`config.mk`:
```
export PLATFORM = sky130hd
export DESIGN_NAME = mdio_page_bridge
export DESIGN_NICKNAME = d
export VERILOG_FILES = /design/src/rtl/mdio_bridge_pkg.sv /design/src/rtl/mdio_bridge_ctrl.sv /design/src/rtl/mdio_bridge_dp.sv /design/src/rtl/mdio_page_bridge.sv
export SDC_FILE = /design/constraint.sdc
export NUM_CORES = 1
export LEC_CHECK = 0
export BUFFER_PORTS_ARGS = -buffer_cell sky130_fd_sc_hd__buf_2
export CAP_MARGIN = 40
export CORE_MARGIN = 2
export CORE_UTILIZATION = 50
export CTS_CLUSTER_DIAMETER = 60
export DETAILED_ROUTE_END_ITERATION = 16
export PLACE_DENSITY = 0.85
export SYNTH_ARGS = -nofsm -noshare
export SYNTH_HDL_FRONTEND = slang
export SYNTH_SLANG_ARGS = --single-unit
```
`constraint.sdc`:
```
create_clock -name clk -period 2.4 [get_ports clk]
set_input_delay 0.24 -clock clk [delete_from_list [all_inputs] [get_ports clk]]
set_output_delay 0.24 -clock clk [all_outputs]
set_load 0.01 [all_outputs]
```
`src/rtl/mdio_bridge_pkg.sv`:
```
package mdio_bridge_pkg;

  // Per-transaction decode results passed from control to datapath
  typedef struct packed {
    logic pageWr;   // store page register
    logic pageRd;   // return page register
    logic wordRd;   // even-register read: fetch whole word
    logic hiRd;     // odd-register read: return captured upper half
    logic hiWr;     // odd-register write: hold upper half
    logic wordWr;   // even-register write: commit whole word
  } bridge_strobe_t;

endpackage

```
`src/rtl/mdio_bridge_ctrl.sv`:
```
module mdio_bridge_ctrl
  import mdio_bridge_pkg::*;
#(
  parameter int          PHY_W      = 5,
  parameter int          REG_W      = 5,
  parameter int          SEL_W      = 3,
  parameter logic [4:0]  PAGE_PHY   = 5'h1F,
  parameter logic [4:0]  PAGE_REG   = 5'h10,
  parameter logic [4:0]  GROUP_BASE = 5'h10
) (
  input  logic             txnValid,
  input  logic             txnWrite,
  input  logic [PHY_W-1:0] txnPhy,
  input  logic [REG_W-1:0] txnReg,
  output bridge_strobe_t   strb
);

  localparam int GRP_TOP_W = PHY_W - SEL_W;

  logic inGroup;
  logic isPage;
  logic lowHalf;

  // Group membership: upper PHY bits match the group base
  assign inGroup = (txnPhy[PHY_W-1:SEL_W] == GROUP_BASE[PHY_W-1:SEL_W]);
  assign isPage  = (txnPhy == PAGE_PHY[PHY_W-1:0]) && (txnReg == PAGE_REG[REG_W-1:0]);
  assign lowHalf = ~txnReg[0];

  always_comb begin
    strb = '0;
    if (txnValid) begin
      if (isPage) begin
        strb.pageWr = txnWrite;
        strb.pageRd = ~txnWrite;
      end else if (inGroup) begin
        strb.wordRd = ~txnWrite & lowHalf;
        strb.hiRd   = ~txnWrite & ~lowHalf;
        strb.hiWr   = txnWrite & ~lowHalf;
        strb.wordWr = txnWrite & lowHalf;
      end
    end
  end

  // At most one action per transaction
  always_comb begin
    assert_one_action_R9: assert ($onehot0(strb));
  end

  logic unusedGrpW;
  assign unusedGrpW = (GRP_TOP_W == 0);

endmodule

```
`src/rtl/mdio_bridge_dp.sv`:
```
module mdio_bridge_dp
  import mdio_bridge_pkg::*;
#(
  parameter int PAGE_W = 9,
  parameter int SEL_W  = 3,
  parameter int PHY_W  = 5,
  parameter int REG_W  = 5,
  parameter int HALF_W = 16,
  localparam int WORD_W = 2 * HALF_W,
  localparam int IDX_W  = PAGE_W + SEL_W + REG_W - 1,
  localparam int ADDR_W = IDX_W + 2
) (
  input  logic              clk,
  input  logic              rstN,
  input  bridge_strobe_t    strb,
  input  logic [PHY_W-1:0]  txnPhy,
  input  logic [REG_W-1:0]  txnReg,
  input  logic [HALF_W-1:0] txnWdata,
  input  logic [WORD_W-1:0] busRdata,
  output logic [ADDR_W-1:0] busAddr,
  output logic [WORD_W-1:0] busWdata,
  output logic              rdValid,
  output logic [HALF_W-1:0] rdData
);

  logic [PAGE_W-1:0] pageQ;
  logic [HALF_W-1:0] rdHiQ;   // upper half captured by last even read
  logic [HALF_W-1:0] wrHiQ;   // pending upper half for next even write
  logic [IDX_W-1:0]  wordIdx;
  logic              pageUnused;

  assign pageUnused = ^txnWdata[HALF_W-1:PAGE_W] ^ ^txnPhy[PHY_W-1:SEL_W];

  assign wordIdx  = {pageQ, txnPhy[SEL_W-1:0], txnReg[REG_W-1:1]};
  assign busAddr  = {wordIdx, 2'b00};
  assign busWdata = {wrHiQ, txnWdata};

  always_ff @(posedge clk) begin
    if (!rstN) begin
      pageQ <= '0;
    end else if (strb.pageWr) begin
      pageQ <= txnWdata[PAGE_W-1:0];
    end
  end

  always_ff @(posedge clk) begin
    if (!rstN) begin
      wrHiQ <= '0;
    end else if (strb.hiWr) begin
      wrHiQ <= txnWdata;
    end else if (strb.wordWr) begin
      wrHiQ <= '0;
    end
  end

  always_ff @(posedge clk) begin
    if (!rstN) begin
      rdHiQ   <= '0;
      rdData  <= '0;
      rdValid <= 1'b0;
    end else begin
      rdValid <= strb.pageRd | strb.wordRd | strb.hiRd;
      if (strb.pageRd) begin
        rdData <= {{(HALF_W-PAGE_W){1'b0}}, pageQ};
      end else if (strb.wordRd) begin
        rdData <= busRdata[HALF_W-1:0];
        rdHiQ  <= busRdata[WORD_W-1:HALF_W];
      end else if (strb.hiRd) begin
        rdData <= rdHiQ;
      end
    end
  end

  // Page only moves on a page write
  assert_page_hold_R9: assert property (@(posedge clk) disable iff (!rstN)
    !strb.pageWr |=> $stable(pageQ));

  // Upper half returns to zero after a commit
  assert_hi_clear_R7: assert property (@(posedge clk) disable iff (!rstN)
    strb.wordWr |=> (wrHiQ == '0));

  // Odd read returns the previously captured half
  assert_hi_read_R5: assert property (@(posedge clk) disable iff (!rstN)
    strb.hiRd |=> (rdData == $past(rdHiQ)));

endmodule

```
`src/rtl/mdio_page_bridge.sv`:
```
module mdio_page_bridge
  import mdio_bridge_pkg::*;
#(
  parameter int PAGE_W = 9,
  parameter int SEL_W  = 3,
  parameter int PHY_W  = 5,
  parameter int REG_W  = 5,
  parameter int HALF_W = 16,
  localparam int WORD_W = 2 * HALF_W,
  localparam int ADDR_W = PAGE_W + SEL_W + REG_W + 1
) (
  input  logic              clk,
  input  logic              rstN,
  input  logic              txnValid,
  input  logic              txnWrite,
  input  logic [PHY_W-1:0]  txnPhy,
  input  logic [REG_W-1:0]  txnReg,
  input  logic [HALF_W-1:0] txnWdata,
  output logic              rdValid,
  output logic [HALF_W-1:0] rdData,
  output logic              busRead,
  output logic              busWrite,
  output logic [ADDR_W-1:0] busAddr,
  output logic [WORD_W-1:0] busWdata,
  input  logic [WORD_W-1:0] busRdata
);

  bridge_strobe_t strb;

  mdio_bridge_ctrl #(
    .PHY_W(PHY_W), .REG_W(REG_W), .SEL_W(SEL_W)
  ) i_ctrl (
    .txnValid(txnValid), .txnWrite(txnWrite),
    .txnPhy(txnPhy), .txnReg(txnReg), .strb(strb)
  );

  mdio_bridge_dp #(
    .PAGE_W(PAGE_W), .SEL_W(SEL_W), .PHY_W(PHY_W), .REG_W(REG_W), .HALF_W(HALF_W)
  ) i_dp (
    .clk(clk), .rstN(rstN), .strb(strb),
    .txnPhy(txnPhy), .txnReg(txnReg), .txnWdata(txnWdata),
    .busRdata(busRdata), .busAddr(busAddr), .busWdata(busWdata),
    .rdValid(rdValid), .rdData(rdData)
  );

  assign busRead  = strb.wordRd;
  assign busWrite = strb.wordWr;

  // A bus read is always answered on the next cycle
  assert_rd_follows_R4: assert property (@(posedge clk) disable iff (!rstN)
    busRead |=> rdValid);

  // No bus activity without a transaction
  assert_idle_quiet_R9: assert property (@(posedge clk) disable iff (!rstN)
    !txnValid |-> (!busRead && !busWrite));

  // Response never appears without a request one cycle earlier
  assert_no_spurious_R2: assert property (@(posedge clk) disable iff (!rstN)
    !txnValid |=> !rdValid);

endmodule

```
## Yosys cells after proc, flatten, opt, wreduce, memory -nomap -nowiden

Index checks and enable logic that the tools add are counted.

| operators by class | value |
|---|---|
| equal/unequal tests | 3 |
| multiplexer cells | 9 |
| bitwise operators | 10 |
| reductions and logical operators | 6 |

Operators with widths:

| operator | count |
|---|---|
| two-way mux 16 bit | 4 |
| equality test 5 bit (second input constant) | 2 |
| two-way mux 9 bit | 1 |
| two-way mux 4 bit | 2 |
| two-way mux 6 bit | 1 |
| AND 1 bit | 4 |
| NOT 1 bit | 4 |
| nonzero test 2 bit | 2 |
| nonzero test 3 bit | 1 |
| equality test 2 bit (second input constant) | 1 |
| two-way mux 2 bit | 1 |
| bitwise OR 1 bit | 2 |
| AND reduction 2 bit | 1 |
| OR reduction 2 bit | 1 |
| logical AND 1 bit | 1 |

| word-level totals | value |
|---|---|
| bits in registers | 58 |
| input port bits | 62 |
| output and inout port bits | 69 |
| logic and storage cells | 34 |

## Longest topological paths before layout

| logic depth | value |
|---|---|
| depth in word-level cells | 8 |
| depth in mapped cells | 5 |

## Modules after synthesis

A second synthesis with hierarchy kept.

| second synthesis, totals | value |
|---|---|
| cells, all modules | 294 |
| area total of the unflattened synthesis | 2648.8 µm² |

By module, submodules not included:

| module | instances | cells an instance | area an instance (µm²) | seq. area each (µm²) |
|---|---|---|---|---|
| mdio_bridge_dp | 1 | 282 | 2544.9 | 1161.1 |
| mdio_bridge_ctrl | 1 | 12 | 103.8 | 0.0 |

## Worst setup path after synthesis

Ideal clock, no wire load.

| timing path | value |
|---|---|
| path kind | input port to flip-flop |
| from | input txnReg[0] |
| to | register i_dp.rdData[10] |
| arrival | 1.123 ns |
| data required time | 2.277 ns |
| slack | 1.154 ns |
| stages on the path | 5 |
| cell sequence | buf_6 -> nor4b_4 -> buf_4 -> a41o_4 -> a211oi_2 |

| between the ends | value |
|---|---|
| word-level cells in the longest chain between the ends | 6 |
| elaborated cells on any way between the ends | 12 |
| classes of those cells | eq/ne (1); mux (5); bitwise (3); reduce/logical (3) |

RTL lines:

| element | line | source |
|---|---|---|
| start: declaration | mdio_page_bridge.sv:17 | `input logic [REG_W-1:0] txnReg,` |
| NOT 1 bit | mdio_bridge_ctrl.sv:27 | `assign lowHalf = ~txnReg[0];` |
| AND 1 bit | mdio_bridge_ctrl.sv:36 | `strb.wordRd = ~txnWrite & lowHalf;` |
| two-way mux 4 bit | mdio_bridge_ctrl.sv:35 | `end else if (inGroup) begin` |
| two-way mux 4 bit | mdio_bridge_ctrl.sv:32 | `if (isPage) begin` |
| two-way mux 6 bit * | mdio_bridge_ctrl.sv:31 | `if (txnValid) begin` |
| two-way mux 16 bit or nonzero test 2 bit (tied branches) | -- |  |
| end signal: assignment | mdio_bridge_dp.sv:64 | `rdData <= {{(HALF_W-PAGE_W){1'b0}}, pageQ};` |
| end signal: assignment | mdio_bridge_dp.sv:66 | `rdData <= busRdata[HALF_W-1:0];` |
| end signal: assignment | mdio_bridge_dp.sv:69 | `rdData <= rdHiQ;` |
| end: declaration | mdio_bridge_dp.sv:23 | `output logic [HALF_W-1:0] rdData` |

Mark *: on every way between the ends. The rest lies on a longest branch, timed or not.
A chain may end at the register's enable or synchronous reset.

## Final worst setup path

| timing path | value |
|---|---|
| from | input txnReg[1] |
| to | register i_dp.rdData[6] |

| between the ends | value |
|---|---|
| word-level cells in the longest chain between the ends | 6 |
| elaborated cells on any way between the ends | 8 |
| classes of those cells | eq/ne (1); mux (5); reduce/logical (2) |

RTL lines:

| element | line | source |
|---|---|---|
| equality test 5 bit * | mdio_bridge_ctrl.sv:26 | `assign isPage = (txnPhy == PAGE_PHY[PHY_W-1:0]) && (txnReg == PAGE_REG[REG_W-1:0]);` |
| logical AND 1 bit * | mdio_bridge_ctrl.sv:26 |  |
| two-way mux 4 bit | mdio_bridge_ctrl.sv:32 |  |
| two-way mux 6 bit * | mdio_bridge_ctrl.sv:31 |  |
| two-way mux 16 bit | mdio_bridge_dp.sv:65 | `end else if (strb.wordRd) begin` |
| two-way mux 9 bit | mdio_bridge_dp.sv:63 | `if (strb.pageRd) begin` |

Marked as above.

==> flow_metrics.py <==
metrics = {
    "global_route": {
        "grt-ovfl-total": 0,
        "grtUsageTotal_pct": 22.2,
        "grt_pass1_wl_mm": 10.8,
        "grt_max_degree": 52,
        "grt_pass1_vias": 2317,
        "antenna_found_initial": 0,
    },
    "yosys": {
        "synthArstFlopShare_pct": 0,
        "synth.cell_area_um2": 2830,
        "syn_area_per_cell_um2": 8.80,
        "synth-seq-cells": 58,
        "synth_warnings": 0,
        "synth_ff_type": "dfxtp_1",
        "synth_edf_count": 0,
        "yosysSeqAreaShare_pct": 41.0,
        "syn-instance-count": 322,
        "synth_cell_types": 27,
    },
    "place": {
        "post-dp-hpwl_mm": 5.06,
        "place_ws_ns": 0.646,
        "routabilityCongestion": 0.791,
        "port_buffers": 128,
        "dp.cells": 475,
    },
    "floorplanning": {
        "fp.dieH_um": 79.3,
        "dieArea_um2": 6290,
        "dieWidth_um": 79.3,
        "core_um2": 5510,
        "fp-row-count": 27,
        "start_util_pct": 51.5,
        "num_io_pins": 131,
    },
    "critical_path": {
        "crit_slowest_cell": "nor4b_4",
        "critPathBufInv": 2,
        "crit_chain": "buf_2 > nor4b_4 > buf_4 > and4_1 > o221ai_1",
        "slowest_delay_ns": 0.41,
        "arrival_ns": 1.61,
        "start_kind": "input pin",
        "critPathKind": "in2reg",
        "crit_path_max_fanout": 10,
        "crit_family": "simple AND/OR/NAND/NOR gates",
        "crit_path_end_kind": "register",
        "cp.required_ns": 2.59,
    },
    "power_and_ir_drop": {
        "seqPwrFrac_pct": 44.6,
        "pwr_density_cell_nw_per_um2": 628,
        "vdd_drop_max_mv": 0.515,
        "p_leak_nw": 1.64,
        "p_comb_share_pct": 10.3,
        "power_switching_mw": 0.522,
        "swShare_pct": 23.7,
        "clock_power_share_pct": 45.0,
        "p_int_mw": 1.68,
    },
    "outcome": {
        "outcome": "complete, no violations",
    },
    "cells_and_area": {
        "nNetsFinal": 476,
        "area_delta_synth_final_pct": 23.6,
        "drive_above_1_share_pct": 38.4,
        "instances_no_fill": 491,
        "multiInputGateArea_um2": 1330,
        "n_fill_cell": 476,
        "antenna_cells": 0,
        "seqCellArea_um2": 1160,
    },
    "clock_tree": {
        "cts.path.max_buffers": 2,
        "cts.sinks": 58,
        "numCtsBuffers": 9,
        "root_buffer": "clkbuf_8",
        "path_clk_slew_ns": 0.07,
        "post_cts_buffers": 0,
        "htree_levels": 3,
        "cts_resized": 0,
        "cts_hold_buf": 0,
        "clock_latency_ns": 0.33,
        "cts_tree": "built",
    },
    "routing": {
        "drc": 0,
        "ant_nets": 0,
        "drt_iter0_drc": 120,
        "num_vias": 2616,
        "viasPerCell": 5.33,
        "firstDrtPassIters": 5,
        "wl_mm": 6.97,
        "wl_per_cell_um": 14.2,
    },
    "job": {
        "maxCapViolCount": 0,
    },
    "timing": {
        "slew_headroom_pct": 54.6,
        "finalCriticalPeriod_ns": 1.42,
        "worst_slew_pin_slew_ns": 0.679,
        "fin_crit_sh_pct": 59.2,
        "finClkSkew_ns": 0.0101,
        "setup_viol": 0,
        "hold_violations": 0,
        "rsz0062_at_grt": "no",
        "max_freq_mhz": 704,
        "setup_ws_ns": 0.979,
        "fin_setup_tns_ns": 0,
        "final_max_slew_viol_count": 0,
    },
    "worst_hold_path": {
        "min_path_type": "in2reg",
    },
}
[worst register-to-register path: cells and delay by family (launching register included)]
kind	cells	cell delay [ns]
AO/OA/AOI/OAI	1	0.13
flip-flops	1	0.38
AND/OR/NAND/NOR	2	0.32
[flip-flops by register name (all words and copies together) (netlist names)]
name / count
i_dp.pageQ: 9
i_dp.rdData: 16
i_dp.rdHiQ: 16
i_dp.rdValid: 1
i_dp.wrHiQ: 16
[cell usage after synthesis (2+ instances only)]
master	count	area, µm²
nand4_1	9	56.3
a21oi_1	32	160
nand2_1	36	135
and4b_1	10	100
nand3_1	41	205
nor2_1	9	33.8
o21ai_1	16	80.1
buf_4	29	218
clkbuf_1	11	41.3
dfxtp_1	58	1160
o221ai_1	9	78.8
mux2i_1	25	250
buf_2	14	70.1
inv_1	2	7.51
and4_1	2	17.5
nor2b_1	2	12.5
a211oi_2	7	87.6
[per-stage QoR]
stage	utilization [%]	cell area, µm²	hold slack, ns	power [mW]
floorplan	-	2840	0.379	1.15
global placement	59.6	3280	0.437	1.23
detailed placement	59.6	3280	0.444	1.23
CTS	63.6	3500	0.143	2.22
global route	63.6	3500	0.154	2.28
finish	63.6	3500	0.157	2.20
[kinds of logic (layout without fill, tap and decap cells)]
group / Yosys count / after routing / synth area share, %
AO/OA/AOI/OAI: 66 / 66 / 15.4
buffers and inverters: 58 / 154 / 12.4
other: 1 / 2 / 0.132
AND/OR/NAND/NOR: 114 / 114 / 22.3
flip-flops: 58 / 58 / 41.0
multiplexers: 25 / 25 / 8.83
[routing by layer]
layer | up-vias | wire length [µm] | track usage [%]
met1 | 1177 | 3020 | 27.3
li1 | 1314 | - | -
met4 | 0 | 132 | 10.3
met3 | 10 | 529 | 5.45
met5 | - | 0 | 0
met2 | 115 | 3290 | 36.4
[area by class of cell]
class	instances	share of cell area, %
Inverter	2	0.214
Sequential cell	58	33.1
Tap cell	72	2.57
Timing Repair Buffer	136	20.0
Multi-Input combinational cell	207	37.8
Clock inverter	5	2.21
Clock buffer	11	4.04
[power by group through the flow]
stage	registers (mW)	logic (mW)	clock network (mW)
after floorplan	1.01	0.148	0
after global placement	1.00	0.225	0
after detailed placement	1.00	0.228	0
after CTS	0.982	0.228	1.01
after global routing	0.983	0.249	1.05
final	0.982	0.228	0.991
[worst paths after layout]
kind | startpoint | to | slack (ns) | cells past startpoint
hold / removal | busRdata[30] | i_dp.rdHiQ[14] | 0.16 | 3
setup / recovery | txnReg[1] | i_dp.rdData[6] | 0.98 | 5
setup reg to reg | i_dp.pageQ[6] | i_dp.rdData[6] | 1.50 | 3
hold reg to reg | i_dp.wrHiQ[8] | i_dp.wrHiQ[8] | 0.45 | 2
[cells in the final DEF (no fill, tap or decap), types with 2 or more instances in the layout]
cell	synthesis	layout
buf_4	29	8
inv_1	2	2
o221ai_1	9	9
nand3_1	41	41
clkinv_2	0	2
mux2i_1	25	25
nand4_1	9	9
dfxtp_1	58	58
and4b_1	10	10
a21oi_1	32	32
nand2_1	36	36
a211oi_2	7	7
buf_2	14	128
and4_1	2	2
bufinv_16	0	2
nor2_1	9	9
nor2b_1	2	2
clkbuf_8	0	10
o21ai_1	16	16
conb_1	1	2
Power figures use the tool's default switching activity.
